### config.mk
export PLATFORM = sky130hd
export DESIGN_NAME = core_cycle_seq
export DESIGN_NICKNAME = d
export VERILOG_FILES = /design/src/rtl/core_seq_pkg.sv /design/src/rtl/core_phase_ctrl.sv /design/src/rtl/core_line_decode.sv /design/src/rtl/core_data_path.sv /design/src/rtl/core_cycle_seq.sv
export SDC_FILE = /design/constraint.sdc
export NUM_CORES = 1
export LEC_CHECK = 0
export ABC_CLOCK_PERIOD_IN_PS = 1500
export BUFFER_PORTS_ARGS = -buffer_cell sky130_fd_sc_hd__buf_2
export CAP_MARGIN = 20
export CORE_MARGIN = 1
export CORE_UTILIZATION = 25
export DETAILED_ROUTE_END_ITERATION = 10
export PLACE_DENSITY_LB_ADDON = 0.12
export SETUP_SLACK_MARGIN = 0.1
export SYNTH_ARGS = -nofsm -noshare
export SYNTH_HDL_FRONTEND = slang
export SYNTH_SLANG_ARGS = --single-unit
export TNS_END_PERCENT = 50
### constraint.sdc
create_clock -name clk -period 1.5 [get_ports clk]
set_input_delay 0 -clock clk [delete_from_list [all_inputs] [get_ports clk]]
set_output_delay 0 -clock clk [all_outputs]
set_load 0.05 [all_outputs]
### src/rtl/core_seq_pkg.sv
package core_seq_pkg;
  typedef enum logic [2:0] {
    PH_IDLE   = 3'd0,
    PH_READ   = 3'd1,
    PH_STROBE = 3'd2,
    PH_WRITE  = 3'd3,
    PH_RECOV  = 3'd4
  } phase_t;
endpackage

### src/rtl/core_phase_ctrl.sv
module core_phase_ctrl
  import core_seq_pkg::*;
#(
  parameter int READ_CYC   = 2,
  parameter int STROBE_CYC = 1,
  parameter int WRITE_CYC  = 3,
  parameter int RECOV_CYC  = 2
) (
  input  logic   clk,
  input  logic   rst_n,
  input  logic   launch,
  output phase_t phase,
  output logic   strobe_last
);
  localparam int MAX_A = (READ_CYC > STROBE_CYC) ? READ_CYC : STROBE_CYC;
  localparam int MAX_B = (WRITE_CYC > RECOV_CYC) ? WRITE_CYC : RECOV_CYC;
  localparam int MAX_C = (MAX_A > MAX_B) ? MAX_A : MAX_B;
  localparam int CNT_W = (MAX_C > 1) ? $clog2(MAX_C) : 1;

  logic [CNT_W-1:0] cnt;
  logic             last;

  function automatic int phase_len(input phase_t p);
    case (p)
      PH_READ:   return READ_CYC;
      PH_STROBE: return STROBE_CYC;
      PH_WRITE:  return WRITE_CYC;
      PH_RECOV:  return RECOV_CYC;
      default:   return 1;
    endcase
  endfunction

  function automatic phase_t phase_next(input phase_t p);
    case (p)
      PH_READ:   return PH_STROBE;
      PH_STROBE: return PH_WRITE;
      PH_WRITE:  return PH_RECOV;
      default:   return PH_IDLE;
    endcase
  endfunction

  assign last        = (int'(cnt) == phase_len(phase) - 1);
  assign strobe_last = (phase == PH_STROBE) && last;

  always_ff @(posedge clk) begin
    if (!rst_n) begin
      phase <= PH_IDLE;
      cnt   <= '0;
    end else if (phase == PH_IDLE) begin
      cnt <= '0;
      if (launch) phase <= PH_READ;
    end else if (last) begin
      phase <= phase_next(phase);
      cnt   <= '0;
    end else begin
      cnt <= cnt + 1'b1;
    end
  end
endmodule

### src/rtl/core_line_decode.sv
module core_line_decode #(
  parameter int SEL_W = 3
) (
  input  logic [SEL_W-1:0]      sel,
  input  logic                  en,
  output logic [(1<<SEL_W)-1:0] lines
);
  localparam int N = 1 << SEL_W;
  for (genvar g = 0; g < N; g++) begin : g_line
    assign lines[g] = en && (sel == SEL_W'(g));
  end
endmodule

### src/rtl/core_data_path.sv
module core_data_path
  import core_seq_pkg::*;
#(
  parameter int DATA_W = 8
) (
  input  logic              clk,
  input  logic              rst_n,
  input  logic              launch,
  input  logic              req_write,
  input  logic [DATA_W-1:0] req_wdata,
  input  phase_t            phase,
  input  logic              strobe_last,
  input  logic [DATA_W-1:0] sense,
  output logic [DATA_W-1:0] inhibit,
  output logic              rd_valid,
  output logic [DATA_W-1:0] rd_data
);
  logic              is_wr_q;
  logic [DATA_W-1:0] wdata_q;
  logic [DATA_W-1:0] cap_q;
  logic [DATA_W-1:0] store_word;

  assign store_word = is_wr_q ? wdata_q : cap_q;
  assign inhibit    = (phase == PH_WRITE) ? ~store_word : '0;

  always_ff @(posedge clk) begin
    if (!rst_n) begin
      is_wr_q  <= 1'b0;
      wdata_q  <= '0;
      cap_q    <= '0;
      rd_valid <= 1'b0;
      rd_data  <= '0;
    end else begin
      rd_valid <= strobe_last && !is_wr_q;
      if (launch) begin
        is_wr_q <= req_write;
        wdata_q <= req_wdata;
        cap_q   <= '0;
      end else if (phase == PH_STROBE) begin
        cap_q <= cap_q | sense;
      end
      if (strobe_last && !is_wr_q) rd_data <= cap_q | sense;
    end
  end
endmodule

### src/rtl/core_cycle_seq.sv
module core_cycle_seq
  import core_seq_pkg::*;
#(
  parameter int DATA_W     = 8,
  parameter int ADDR_W     = 6,
  parameter int X_BITS     = 3,
  parameter int READ_CYC   = 2,
  parameter int STROBE_CYC = 1,
  parameter int WRITE_CYC  = 3,
  parameter int RECOV_CYC  = 2,
  localparam int Y_BITS    = ADDR_W - X_BITS,
  localparam int X_LINES   = 1 << X_BITS,
  localparam int Y_LINES   = 1 << Y_BITS
) (
  input  logic               clk,
  input  logic               rst_n,
  input  logic               req_valid,
  output logic               req_ready,
  input  logic               req_write,
  input  logic [ADDR_W-1:0]  req_addr,
  input  logic [DATA_W-1:0]  req_wdata,
  output logic               rd_valid,
  output logic [DATA_W-1:0]  rd_data,
  input  logic [DATA_W-1:0]  sense,
  output logic [DATA_W-1:0]  inhibit,
  output logic               x_rd_en,
  output logic               y_rd_en,
  output logic               x_wr_en,
  output logic               y_wr_en,
  output logic [X_LINES-1:0] x_line,
  output logic [Y_LINES-1:0] y_line,
  output logic               busy
);
  phase_t            phase;
  logic              strobe_last;
  logic              launch;
  logic              rd_drive;
  logic              wr_drive;
  logic [ADDR_W-1:0] addr_q;

  assign req_ready = (phase == PH_IDLE);
  assign busy      = !req_ready;
  assign launch    = req_valid && req_ready;
  assign rd_drive  = (phase == PH_READ) || (phase == PH_STROBE);
  assign wr_drive  = (phase == PH_WRITE);
  assign x_rd_en   = rd_drive;
  assign y_rd_en   = rd_drive;
  assign x_wr_en   = wr_drive;
  assign y_wr_en   = wr_drive;

  always_ff @(posedge clk) begin
    if (!rst_n)      addr_q <= '0;
    else if (launch) addr_q <= req_addr;
  end

  core_phase_ctrl #(
    .READ_CYC(READ_CYC), .STROBE_CYC(STROBE_CYC),
    .WRITE_CYC(WRITE_CYC), .RECOV_CYC(RECOV_CYC)
  ) u_ctrl (
    .clk(clk), .rst_n(rst_n), .launch(launch),
    .phase(phase), .strobe_last(strobe_last)
  );

  core_line_decode #(.SEL_W(X_BITS)) u_xdec (
    .sel(addr_q[X_BITS-1:0]), .en(rd_drive || wr_drive), .lines(x_line)
  );

  core_line_decode #(.SEL_W(Y_BITS)) u_ydec (
    .sel(addr_q[ADDR_W-1:X_BITS]), .en(rd_drive || wr_drive), .lines(y_line)
  );

  core_data_path #(.DATA_W(DATA_W)) u_data (
    .clk(clk), .rst_n(rst_n), .launch(launch),
    .req_write(req_write), .req_wdata(req_wdata),
    .phase(phase), .strobe_last(strobe_last), .sense(sense),
    .inhibit(inhibit), .rd_valid(rd_valid), .rd_data(rd_data)
  );
endmodule

==> flow_metrics.py, run 1 <==
metrics = {
    "clock_tree": {
        "cts_buffer_depth": 2,
        "cts_tree": "done",
        "clkSlewWorstSetupHoldPaths_ps": 70,
        "clock_sinks": 37,
        "numCtsBuffers": 5,
        "number_of_h_tree_branching_levels": 2,
        "clock_latency_ps": 280,
        "clk_root_buffer_cell": "sky130_fd_sc_hd__clkbuf_8",
    },
    "logic_synthesis": {
        "yosys.area.top_type_share_pct": 40.2,
        "postSynthRegisterBits": 37,
        "syn-cell-area_um2": 1840,
        "synthTopCellsByArea": "sky130_fd_sc_hd__dfxtp_1 (40%), sky130_fd_sc_hd__a21oi_1 (9.0%), sky130_fd_sc_hd__a211oi_1 (7.3%)",
        "synthDominantAreaCellType": "sky130_fd_sc_hd__dfxtp_1",
        "seq_area_frac_synth_pct": 40.2,
        "synth_edf_count": 0,
        "netlist-cell-type-count": 40,
        "synthTopCellsByCount": "sky130_fd_sc_hd__dfxtp_1 (37), sky130_fd_sc_hd__nand2_1 (35), sky130_fd_sc_hd__a21oi_1 (33), sky130_fd_sc_hd__nor2_1 (30), sky130_fd_sc_hd__a211oi_1 (18)",
        "average_cell_area_after_synthesis_um2": 7.94,
        "synth_flop_type": "sky130_fd_sc_hd__dfxtp_1",
        "synth.most_common_cell": "sky130_fd_sc_hd__dfxtp_1",
        "asyncSetResetFlopFracSynth_pct": 0,
        "syn-num-nets": 258,
        "yosys_warns": 0,
        "synth_cells": 232,
    },
    "timing": {
        "period_minus_slack_ps": 1480,
        "worst_tran_pin_value_ps": 312,
        "highest_clock_rate_mhz": 674,
        "final_layout_worst_hold_slack_ps": 24.3,
        "slew_headroom_pct": 79.0,
        "worst_clock_skew_ps": 2.71,
        "final.period_utilization_pct": 98.9,
        "number_of_failing_setup_endpoints_in_the_final_timing_report": 0,
        "hold_viol_final": 0,
        "final-max-slew-violation-count": 0,
        "grt_setup_unrepaired": "true",
    },
    "worst_hold_path": {
        "timing.hold.worst.class": "input pin to flop",
        "min-delay-start": "rst_n",
        "min_path_cells": 2,
    },
    "routing": {
        "wl_mm": 5.59,
        "drcViolationCount": 0,
        "met2_wirelength_mm": 2.86,
        "detail-route-antenna-nets": 0,
        "top_layer": "met4",
        "detailroute.wirelength.met3_um": 215,
        "routed_via_density": 4.57,
        "dr.first_iter.drc_count": 59,
        "first_pass_iters": 4,
        "avgRoutedWirePerCell_um": 13.1,
        "drt-met1-wl_mm": 2.47,
        "num_vias": 1954,
    },
    "setup_path": {
        "worstReg2RegStart": "u_ctrl.phase[2]",
        "cp.depth": 5,
        "worst-path-max-fanout": 7,
        "cp_cell_sequence": "buf_6, o21ba_4, nand2_4, nor3_4, buf_6",
        "cpMaxStageDelayCell": "sky130_fd_sc_hd__dfxtp_2",
        "timing.critical_path.from_type": "flop",
        "cp-startpoint": "u_ctrl.phase[2]",
        "critical-path-top-cell-by-count": "sky130_fd_sc_hd__buf_6",
        "cp_data_arrival_time_ps": 1480,
        "worst-endpoint-required_ps": 1500,
        "criticalPathCategory": "flop to output pin",
        "reg2regPathDepth": 7,
        "critical-path-top-delay-family": "flip-flops",
        "endpoint_kind": "output pin",
        "critical-path-max-stage-delay_ps": 340,
        "crit_buf_inv": 2,
    },
    "power": {
        "p_total_uw": 2470,
        "power.ir.vdd_worst_mv": 0.584,
        "leakage_uw": 0.00125,
        "power-per-cell-area_nw_per_um2": 761,
    },
    "global_routing": {
        "grt_antenna_before_repair": 0,
        "first_global_vias": 1880,
        "grt.overflow.total": 0,
        "grt_use_total_pct": 14.9,
        "grt_start_max_net_pins": 18,
        "first_pass_grt_wire_length_mm": 8.90,
    },
    "floorplan": {
        "design.core.area_um2": 6940,
        "die_x_um": 87.8,
        "standard_cell_rows": 30,
        "initial_utilization_pct": 26.5,
        "pin_count": 65,
        "floorplan.die.height_um": 87.8,
        "design.die.area_um2": 7710,
    },
    "final_layout": {
        "final_layout_size_suffix_gt1_share_pct": 43.1,
        "filler_cell_count": 689,
        "growth_of_design_area_from_synthesis_to_finish_pct": 76.3,
        "n_antenna_cell": 0,
        "nNetsFinal": 357,
    },
    "place": {
        "port_buffers": 64,
        "detailedPlacementHpwl_mm": 3.67,
        "place.gp.congestion": 0.727,
    },
    "run_status": {
        "outcome": "finished clean",
    },
    "job": {
        "maxCapViolCount": 0,
    },
}
## power by group
group	internal [uW]	total (uW)	switching [uW]	leakage, uW
logic	305	730	425	0.000908
clock network	330	661	330	0.0000395
registers	1030	1080	52.7	0.000303
## timing repair
| action | in CTS | in global routing |
|---|---|---|
| endpoints found under the hold margin | 23 | 0 |
| pin swaps | 4 | 14 |
| resized for setup | 74 | 43 |
| setup endpoints to repair | 34 | 54 |
| setup buffers | 6 | 1 |
| hold buffers | 23 | 0 |
| cloned | 0 | 1 |
## stage by stage
| stage | setup TNS (ps) | instances | cell area (um^2) | utilization (%) | setup WS (ps) |
|---|---|---|---|---|---|
| 2_1_floorplan | -19.6 | 232 | 2030 | - | -3.27 |
| 3_3_place_gp | 0 | 389 | 2500 | 36.0 | 84.8 |
| 3_5_place_dp | 0 | 389 | 2500 | 36.0 | 61.8 |
| 4_1_cts | 0 | 426 | 3090 | 44.5 | 28.8 |
| 5_1_grt | -512 | 428 | 3250 | 46.8 | -57.3 |
| 6_report | 0 | 428 | 3250 | 46.8 | 16.5 |
## sequential cells by signal, indices dropped and copies added, names as in the netlist
name and flops:
u_data.rd_valid 1, u_data.cap_q 8, u_ctrl.phase 3, u_ctrl.cnt 2, u_data.rd_data 8, u_data.is_wr_q 1, u_data.wdata_q 8, addr_q 6
## final cells by class
cell class / count / area (um^2) / area share, %
multi-input combinational: 171 / 1270 / 39.2
timing repair buffer: 111 / 1000 / 30.8
sequential: 37 / 746 / 23.0
tap: 96 / 120 / 3.70
clock buffer: 8 / 80.1 / 2.47
inverter: 5 / 26.3 / 0.809
## per-layer routing
metal	global-route usage, %	up-vias
met2	25.7	44
met1	18.6	915
li1	-	990
met4	4.02	0
met3	3.58	5
met5	0	-
## cells in the final DEF (no fill, tap or decap), types with 3 or more instances in the layout
cell type                        n
sky130_fd_sc_hd__a211oi_1        9
sky130_fd_sc_hd__dfxtp_2         4
sky130_fd_sc_hd__a21oi_2         3
sky130_fd_sc_hd__nor2b_1        11
sky130_fd_sc_hd__buf_2          34
sky130_fd_sc_hd__a211oi_4        8
sky130_fd_sc_hd__nand2_1        32
sky130_fd_sc_hd__nor2_1         17
sky130_fd_sc_hd__nand2b_1        4
sky130_fd_sc_hd__clkbuf_1        3
sky130_fd_sc_hd__nor3b_1         4
sky130_fd_sc_hd__nor2_4         10
sky130_fd_sc_hd__clkbuf_8        5
sky130_fd_sc_hd__buf_12          3
sky130_fd_sc_hd__dfxtp_1        33
sky130_fd_sc_hd__dlygate4sd3_1  23
sky130_fd_sc_hd__buf_6          22
sky130_fd_sc_hd__o21ai_0         5
sky130_fd_sc_hd__a21oi_1        30
sky130_fd_sc_hd__buf_4          17
sky130_fd_sc_hd__nor3_4          4
sky130_fd_sc_hd__buf_8          10
sky130_fd_sc_hd__nor2_2          3
## kinds of logic after synthesis
group,count (synthesis),synth area share [%]
AND/OR/NAND/NOR,104,29.2
flip-flops,37,40.2
XOR/XNOR,1,0.476
AO/OA/AOI/OAI,65,21.9
multiplexers,1,0.611
buffers and inverters,24,7.54
## final timing paths
| check | slack, ps | endpoint |
|---|---|---|
| setup / recovery | 20 | y_line[4] |
| hold / removal | 20 | u_ctrl.phase[0] |
| setup reg to reg | 50 | u_data.is_wr_q |
| hold reg to reg | 490 | u_data.wdata_q[2] |
Note: power is estimated with default switching activity, not from simulation.
==> inputs of run 2 (changes only) <==
--- a/config.mk
+++ b/config.mk
@@ -12,6 +12,7 @@
 export CORE_UTILIZATION = 25
 export DETAILED_ROUTE_END_ITERATION = 10
 export PLACE_DENSITY_LB_ADDON = 0.12
+export RECOVER_POWER = 100
 export SETUP_SLACK_MARGIN = 0.1
 export SYNTH_ARGS = -nofsm -noshare
 export SYNTH_HDL_FRONTEND = slang
==> run 2 against run 1 <==
Net effect: clock power barely moved; cell count did not move; setup slack improved by 1.1 ps; worst hold slack improved by 0.73 ps; core utilization fell by 1.1 points; fmax barely moved; largest power group unchanged; die area did not move; critical path type unchanged.
==> flow_metrics.py, run 2 (same netlist as run 1, synthesis figures left out) <==
metrics = {
    "job": {
        "maxCapViolCount": 0,
    },
    "setup_path": {
        "crit_path_end": "y_line[4]",
        "crit_buf_inv": 2,
        "crit-reg2reg-capture": "u_data.rd_data[6]",
        "critical-path-top-delay-family": "flip-flops",
        "cp_cell_sequence": "buf_6, o21ba_4, nand2_4, nor3_4, buf_6",
        "criticalPathCategory": "flop to output pin",
        "cp_data_arrival_time_ps": 1480,
        "cpMaxStageDelayCell": "sky130_fd_sc_hd__dfxtp_2",
        "reg2reg_slack_ps": 40,
        "critical-path-max-stage-delay_ps": 340,
        "cp.depth": 5,
        "critical-path-top-cell-by-count": "sky130_fd_sc_hd__buf_6",
        "worstReg2RegStart": "u_ctrl.phase[2]",
        "reg2regPathDepth": 6,
        "worst-path-max-fanout": 7,
        "worst-endpoint-required_ps": 1500,
        "cp-startpoint": "u_ctrl.phase[2]",
        "endpoint_kind": "output pin",
        "timing.critical_path.from_type": "flop",
    },
    "final_layout": {
        "growth_of_design_area_from_synthesis_to_finish_pct": 72.0,
        "nNetsFinal": 357,
        "mostFrequentLayoutCells": "sky130_fd_sc_hd__dfxtp_1 (33), sky130_fd_sc_hd__nand2_1 (32), sky130_fd_sc_hd__a21oi_1 (30), sky130_fd_sc_hd__buf_2 (27), sky130_fd_sc_hd__dlygate4sd3_1 (23)",
        "n_antenna_cell": 0,
        "final_layout_size_suffix_gt1_share_pct": 40.1,
        "design_area_um2": 3170,
        "layout.cells.most_common": "sky130_fd_sc_hd__dfxtp_1",
        "reg.largest.list": "u_data.cap_q x8, u_data.rd_data x8, u_data.wdata_q x8",
    },
    "power": {
        "leakage_uw": 0.00120,
        "power-per-cell-area_nw_per_um2": 774,
        "power.switching_uw": 803,
        "pwr-share-seq_pct": 44.1,
        "p_total_uw": 2450,
        "netSwitchingFraction_pct": 32.8,
        "cell_internal_pwr_uw": 1650,
        "power.ir.vdd_worst_mv": 0.585,
        "power_frac_comb_pct": 29.0,
        "p_clk_share_pct": 26.9,
    },
    "clock_tree": {
        "clkSlewWorstSetupHoldPaths_ps": 70,
        "cts_tree": "done",
        "clock_sinks": 37,
        "number_of_h_tree_branching_levels": 2,
        "clock_latency_ps": 280,
        "cts_buffer_depth": 2,
        "clk_root_buffer_cell": "sky130_fd_sc_hd__clkbuf_8",
        "numCtsBuffers": 5,
    },
    "timing": {
        "worst_tran_pin_value_ps": 598,
        "slew_headroom_pct": 60.3,
        "worst_clock_skew_ps": 2.69,
        "highest_clock_rate_mhz": 675,
        "period_minus_slack_ps": 1480,
        "grt_setup_unrepaired": "true",
        "hold_viol_final": 0,
        "final-max-slew-violation-count": 0,
        "final.period_utilization_pct": 98.8,
        "final_layout_worst_hold_slack_ps": 25.1,
        "number_of_failing_setup_endpoints_in_the_final_timing_report": 0,
    },
    "place": {
        "port_buffers": 64,
        "placed_standard_cell_area_um2": 2500,
        "detailedPlacementHpwl_mm": 3.67,
        "place.gp.congestion": 0.727,
    },
    "routing": {
        "detailroute.wirelength.met3_um": 222,
        "detail-route-antenna-nets": 0,
        "met2_wirelength_mm": 2.86,
        "wl_mm": 5.60,
        "avgRoutedWirePerCell_um": 13.1,
        "routed_via_density": 4.54,
        "dr.first_iter.drc_count": 41,
        "drt-met1-wl_mm": 2.48,
        "top_layer": "met4",
        "first_pass_iters": 3,
        "num_vias": 1941,
        "drcViolationCount": 0,
    },
    "global_routing": {
        "grt.overflow.total": 0,
        "grt_start_max_net_pins": 18,
        "first_global_vias": 1880,
        "grt_antenna_before_repair": 0,
        "first_pass_grt_wire_length_mm": 8.90,
        "grt_use_total_pct": 14.9,
    },
    "floorplan": {
        "initial_utilization_pct": 26.5,
        "design.die.area_um2": 7710,
        "pin_count": 65,
        "die_x_um": 87.8,
        "floorplan.die.height_um": 87.8,
        "design.core.area_um2": 6940,
        "standard_cell_rows": 30,
    },
    "worst_hold_path": {
        "timing.hold.worst.class": "input pin to flop",
    },
    "run_status": {
        "outcome": "finished clean",
    },
}
run 2: worst min-delay path by stage:
stage / startpoint / end / slack, ps / cells past startpoint
2_1_floorplan: req_addr[2] / addr_q[2] / 140 / 2
3_3_place_gp: req_wdata[4] / u_data.wdata_q[4] / 240 / 3
3_5_place_dp: req_wdata[4] / u_data.wdata_q[4] / 250 / 3
4_1_cts: rst_n / u_ctrl.phase[0] / 20 / 2
5_1_grt: rst_n / u_ctrl.phase[0] / 20 / 2
6_report: rst_n / u_ctrl.phase[0] / 30 / 2
run 2: layout make-up:
class,instances,area [um^2]
sequential,37,746
clock buffer,8,80.1
timing repair buffer,111,937
multi-input combinational,171,1260
fill,709,3780
tap,96,120
inverter,5,26.3
run 2: power groups by stage:
stage          sequential, uW  combinational [uW]  clock [uW]
2_1_floorplan            1120                 397           0
4_1_cts                  1080                 686         690
6_report                 1080                 712         659
3_3_place_gp             1100                 580           0
3_5_place_dp             1100                 580           0
5_1_grt                  1090                 763         733
run 2: metrics by stage:
step | TNS (ps) | util, % | instances | setup slack (ps)
after global routing | -701 | 45.6 | 428 | -57.3
after global placement | 0 | 36.0 | 389 | 84.8
after CTS | 0 | 44.5 | 426 | 28.8
after detailed placement | 0 | 36.0 | 389 | 61.8
final | 0 | 45.6 | 428 | 17.6
after floorplan | -19.6 | - | 232 | -3.27
run 2: routing by layer:
layer  up-vias  track usage (%)
met4         0             4.02
met2        46             25.7
li1        986                -
met5         -                0
met3         5             3.58
met1       904             18.6
run 2: what timing repair did:
| action | 4_1_cts | 5_1_grt |
|---|---|---|
| setup buffers | 6 | 1 |
| cloned | 0 | 1 |
| endpoints found under the hold margin | 23 | 0 |
| setup endpoints to repair | 34 | 54 |
| pin swaps | 4 | 14 |
| resized for setup | 74 | 43 |
| hold buffers | 23 | 0 |
run 2: worst register-to-register path, stage by stage (launching register included):
cell and delay, ps:
sky130_fd_sc_hd__dfxtp_2 340, sky130_fd_sc_hd__buf_6 130, sky130_fd_sc_hd__buf_4 130, sky130_fd_sc_hd__nor3b_2 330, sky130_fd_sc_hd__buf_6 190, sky130_fd_sc_hd__a21oi_1 70
sky130_fd_sc_hd__a211oi_1 200
==> inputs of run 3 (changes only) <==
--- a/config.mk
+++ b/config.mk
@@ -13,7 +13,7 @@
 export DETAILED_ROUTE_END_ITERATION = 10
 export PLACE_DENSITY_LB_ADDON = 0.12
 export RECOVER_POWER = 100
-export SETUP_SLACK_MARGIN = 0.1
+export SETUP_SLACK_MARGIN = 0.4
 export SYNTH_ARGS = -nofsm -noshare
 export SYNTH_HDL_FRONTEND = slang
 export SYNTH_SLANG_ARGS = --single-unit
==> run 3 against run 2 <==
Net effect: global-route usage is 0.51 points lower; clock-buffer cell count is 3 lower; non-clock buffer count is 2 lower; fmax hardly changed; worst hold slack worse by 6.7 ps; sequential power hardly changed; flip-flop and latch count stayed put; via count is 0.67% higher; critical path depth stayed put; critical endpoint is now req_ready.
==> flow_metrics.py, run 3 (same netlist as run 1, synthesis figures left out) <==
metrics = {
    "floorplan": {
        "design.die.area_um2": 7710,
        "initial_utilization_pct": 26.5,
        "floorplan.die.height_um": 87.8,
        "pin_count": 65,
        "standard_cell_rows": 30,
        "die_x_um": 87.8,
        "design.core.area_um2": 6940,
    },
    "setup_path": {
        "cp_data_arrival_time_ps": 1480,
        "cpMaxStageDelayCell": "sky130_fd_sc_hd__dfxtp_4",
        "crit-reg2reg-capture": "u_data.is_wr_q",
        "critical-path-max-stage-delay_ps": 380,
        "cp_cell_sequence": "buf_8, buf_6, or3_4, clkinvlp_4, buf_8",
        "criticalPathCategory": "flop to output pin",
        "endpoint_kind": "output pin",
        "timing.critical_path.from_type": "flop",
        "crit_buf_inv": 4,
        "critical-path-top-cell-by-count": "sky130_fd_sc_hd__buf_8",
        "worst-endpoint-required_ps": 1500,
        "reg2reg_slack_ps": 50,
        "worstReg2RegStart": "u_ctrl.phase[2]",
        "worst-path-max-fanout": 6,
        "critical-path-top-delay-family": "buffers and inverters",
        "reg2regPathDepth": 6,
    },
    "worst_hold_path": {
        "min_path_cells": 2,
        "min_delay_worst_endpoint": "u_ctrl.phase[0]",
        "min-delay-start": "rst_n",
        "timing.hold.worst.class": "input pin to flop",
    },
    "routing": {
        "dr.first_iter.drc_count": 20,
        "num_vias": 1954,
        "avgRoutedWirePerCell_um": 12.9,
        "wl_mm": 5.48,
        "detail-route-antenna-nets": 0,
        "first_pass_iters": 4,
        "drcViolationCount": 0,
        "routed_via_density": 4.59,
    },
    "final_layout": {
        "instances_no_fill": 426,
        "growth_of_design_area_from_synthesis_to_finish_pct": 76.9,
        "n_antenna_cell": 0,
        "final_layout_size_suffix_gt1_share_pct": 46.7,
        "filler_cell_count": 711,
        "design_area_um2": 3260,
        "layout.cells.most_common": "sky130_fd_sc_hd__dfxtp_1",
        "reg.largest.list": "u_data.cap_q x8, u_data.rd_data x8, u_data.wdata_q x8",
        "nNetsFinal": 355,
        "mostFrequentLayoutCells": "sky130_fd_sc_hd__dfxtp_1 (31), sky130_fd_sc_hd__a21oi_1 (30), sky130_fd_sc_hd__buf_2 (27), sky130_fd_sc_hd__buf_4 (24), sky130_fd_sc_hd__dlygate4sd3_1 (23)",
    },
    "global_routing": {
        "grt.overflow.total": 0,
        "first_global_vias": 1804,
        "first_pass_grt_wire_length_mm": 8.67,
        "grt_antenna_before_repair": 0,
        "grt_start_max_net_pins": 16,
        "grt_use_total_pct": 14.4,
    },
    "timing": {
        "worst_clock_skew_ps": 8.42,
        "final_layout_worst_hold_slack_ps": 18.4,
        "hold_viol_final": 0,
        "slew_headroom_pct": 60.6,
        "fin_setup_tns_ps": 0,
        "final-max-slew-violation-count": 0,
        "period_minus_slack_ps": 1480,
        "number_of_failing_setup_endpoints_in_the_final_timing_report": 0,
        "setup_slack_ps": 17.4,
        "grt_setup_unrepaired": "true",
        "highest_clock_rate_mhz": 675,
        "final.period_utilization_pct": 98.8,
        "worst_tran_pin_value_ps": 594,
    },
    "power": {
        "leakage_uw": 0.00126,
        "power-per-cell-area_nw_per_um2": 772,
        "power.ir.vdd_worst_mv": 0.441,
    },
    "clock_tree": {
        "clock_latency_ps": 290,
        "number_of_h_tree_branching_levels": 2,
        "clkSlewWorstSetupHoldPaths_ps": 70,
        "clk_root_buffer_cell": "sky130_fd_sc_hd__clkbuf_8",
        "cts_tree": "done",
        "numCtsBuffers": 5,
        "clock_sinks": 37,
        "cts_buffer_depth": 2,
    },
    "place": {
        "preCtsSetupSlack_ps": 105,
        "detailedPlacementHpwl_mm": 3.75,
        "port_buffers": 64,
        "placed_standard_cell_area_um2": 2610,
        "numPlacedInstances": 388,
        "place.gp.congestion": 0.694,
    },
    "run_status": {
        "outcome": "finished clean",
    },
    "job": {
        "maxCapViolCount": 0,
    },
}
-- run 3: cell types whose count changed in the layout (fill, tap and decap cells not counted), sizes merged --
cell,change
buf,-4
clkinv,+2
clkbuf,-1
clkinvlp,+1
-- run 3: final cells by class --
type	instances	area, um^2	area share (%)
multi-input cells	171	1370	42.1
repair buffers	109	902	27.7
flip-flops and latches	37	753	23.1
well taps	96	120	3.69
clock buffers	5	68.8	2.11
inverters	5	23.8	0.730
clock inverters	3	17.5	0.538
-- run 3: what timing repair did --
| action | 4_1_cts | 5_1_grt |
|---|---|---|
| setup buffers | 5 | 1 |
| hold buffers | 23 | 0 |
| pin swaps | 5 | 41 |
| setup endpoints to repair | 67 | 67 |
| cloned | 1 | 0 |
| resized for setup | 72 | 68 |
| endpoints found under the hold margin | 23 | 0 |
-- run 3: metal layers --
| layer | part of all wire, % | vias up | GRT usage, % |
|---|---|---|---|
| met3 | 3.8 | 5 | 3.49 |
| met4 | 0.93 | 0 | 4.02 |
| met2 | 50 | 44 | 23.1 |
| li1 | - | 992 | - |
| met5 | 0 | - | 0 |
| met1 | 46 | 913 | 19.3 |
-- run 3: through the flow --
step           power (uW)  util [%]
2_1_floorplan        1570         -
3_3_place_gp         1720      37.6
3_5_place_dp         1720      37.6
4_1_cts              2510      46.0
5_1_grt              2640      46.9
6_report             2510      46.9
-- run 3: worst reg2reg max path: cells and delay by family, from the launching register on --
kind,cells,cell delay [ps]
buffers and inverters,3,470
AND/OR/NAND/NOR,2,400
flip-flops,1,380
AO/OA/AOI/OAI,1,140
-- run 3: worst max-delay path by stage --
| stage | start | end | slack (ps) | cells after the start |
|---|---|---|---|---|
| 2_1_floorplan | u_ctrl.phase[1] | u_data.is_wr_q | 80 | 6 |
| 3_3_place_gp | u_ctrl.cnt[0] | u_ctrl.phase[2] | 140 | 3 |
| 3_5_place_dp | u_ctrl.phase[2] | u_data.rd_data[0] | 110 | 5 |
| 4_1_cts | u_ctrl.phase[2] | req_ready | 9 | 5 |
| 5_1_grt | u_ctrl.phase[2] | req_ready | -20 | 5 |
| 6_report | u_ctrl.phase[2] | req_ready | 20 | 5 |
-- run 3: where the power goes --
group | switching (uW) | internal, uW
Combinational | 439 | 300
Sequential | 61.9 | 1030
Clock | 368 | 321
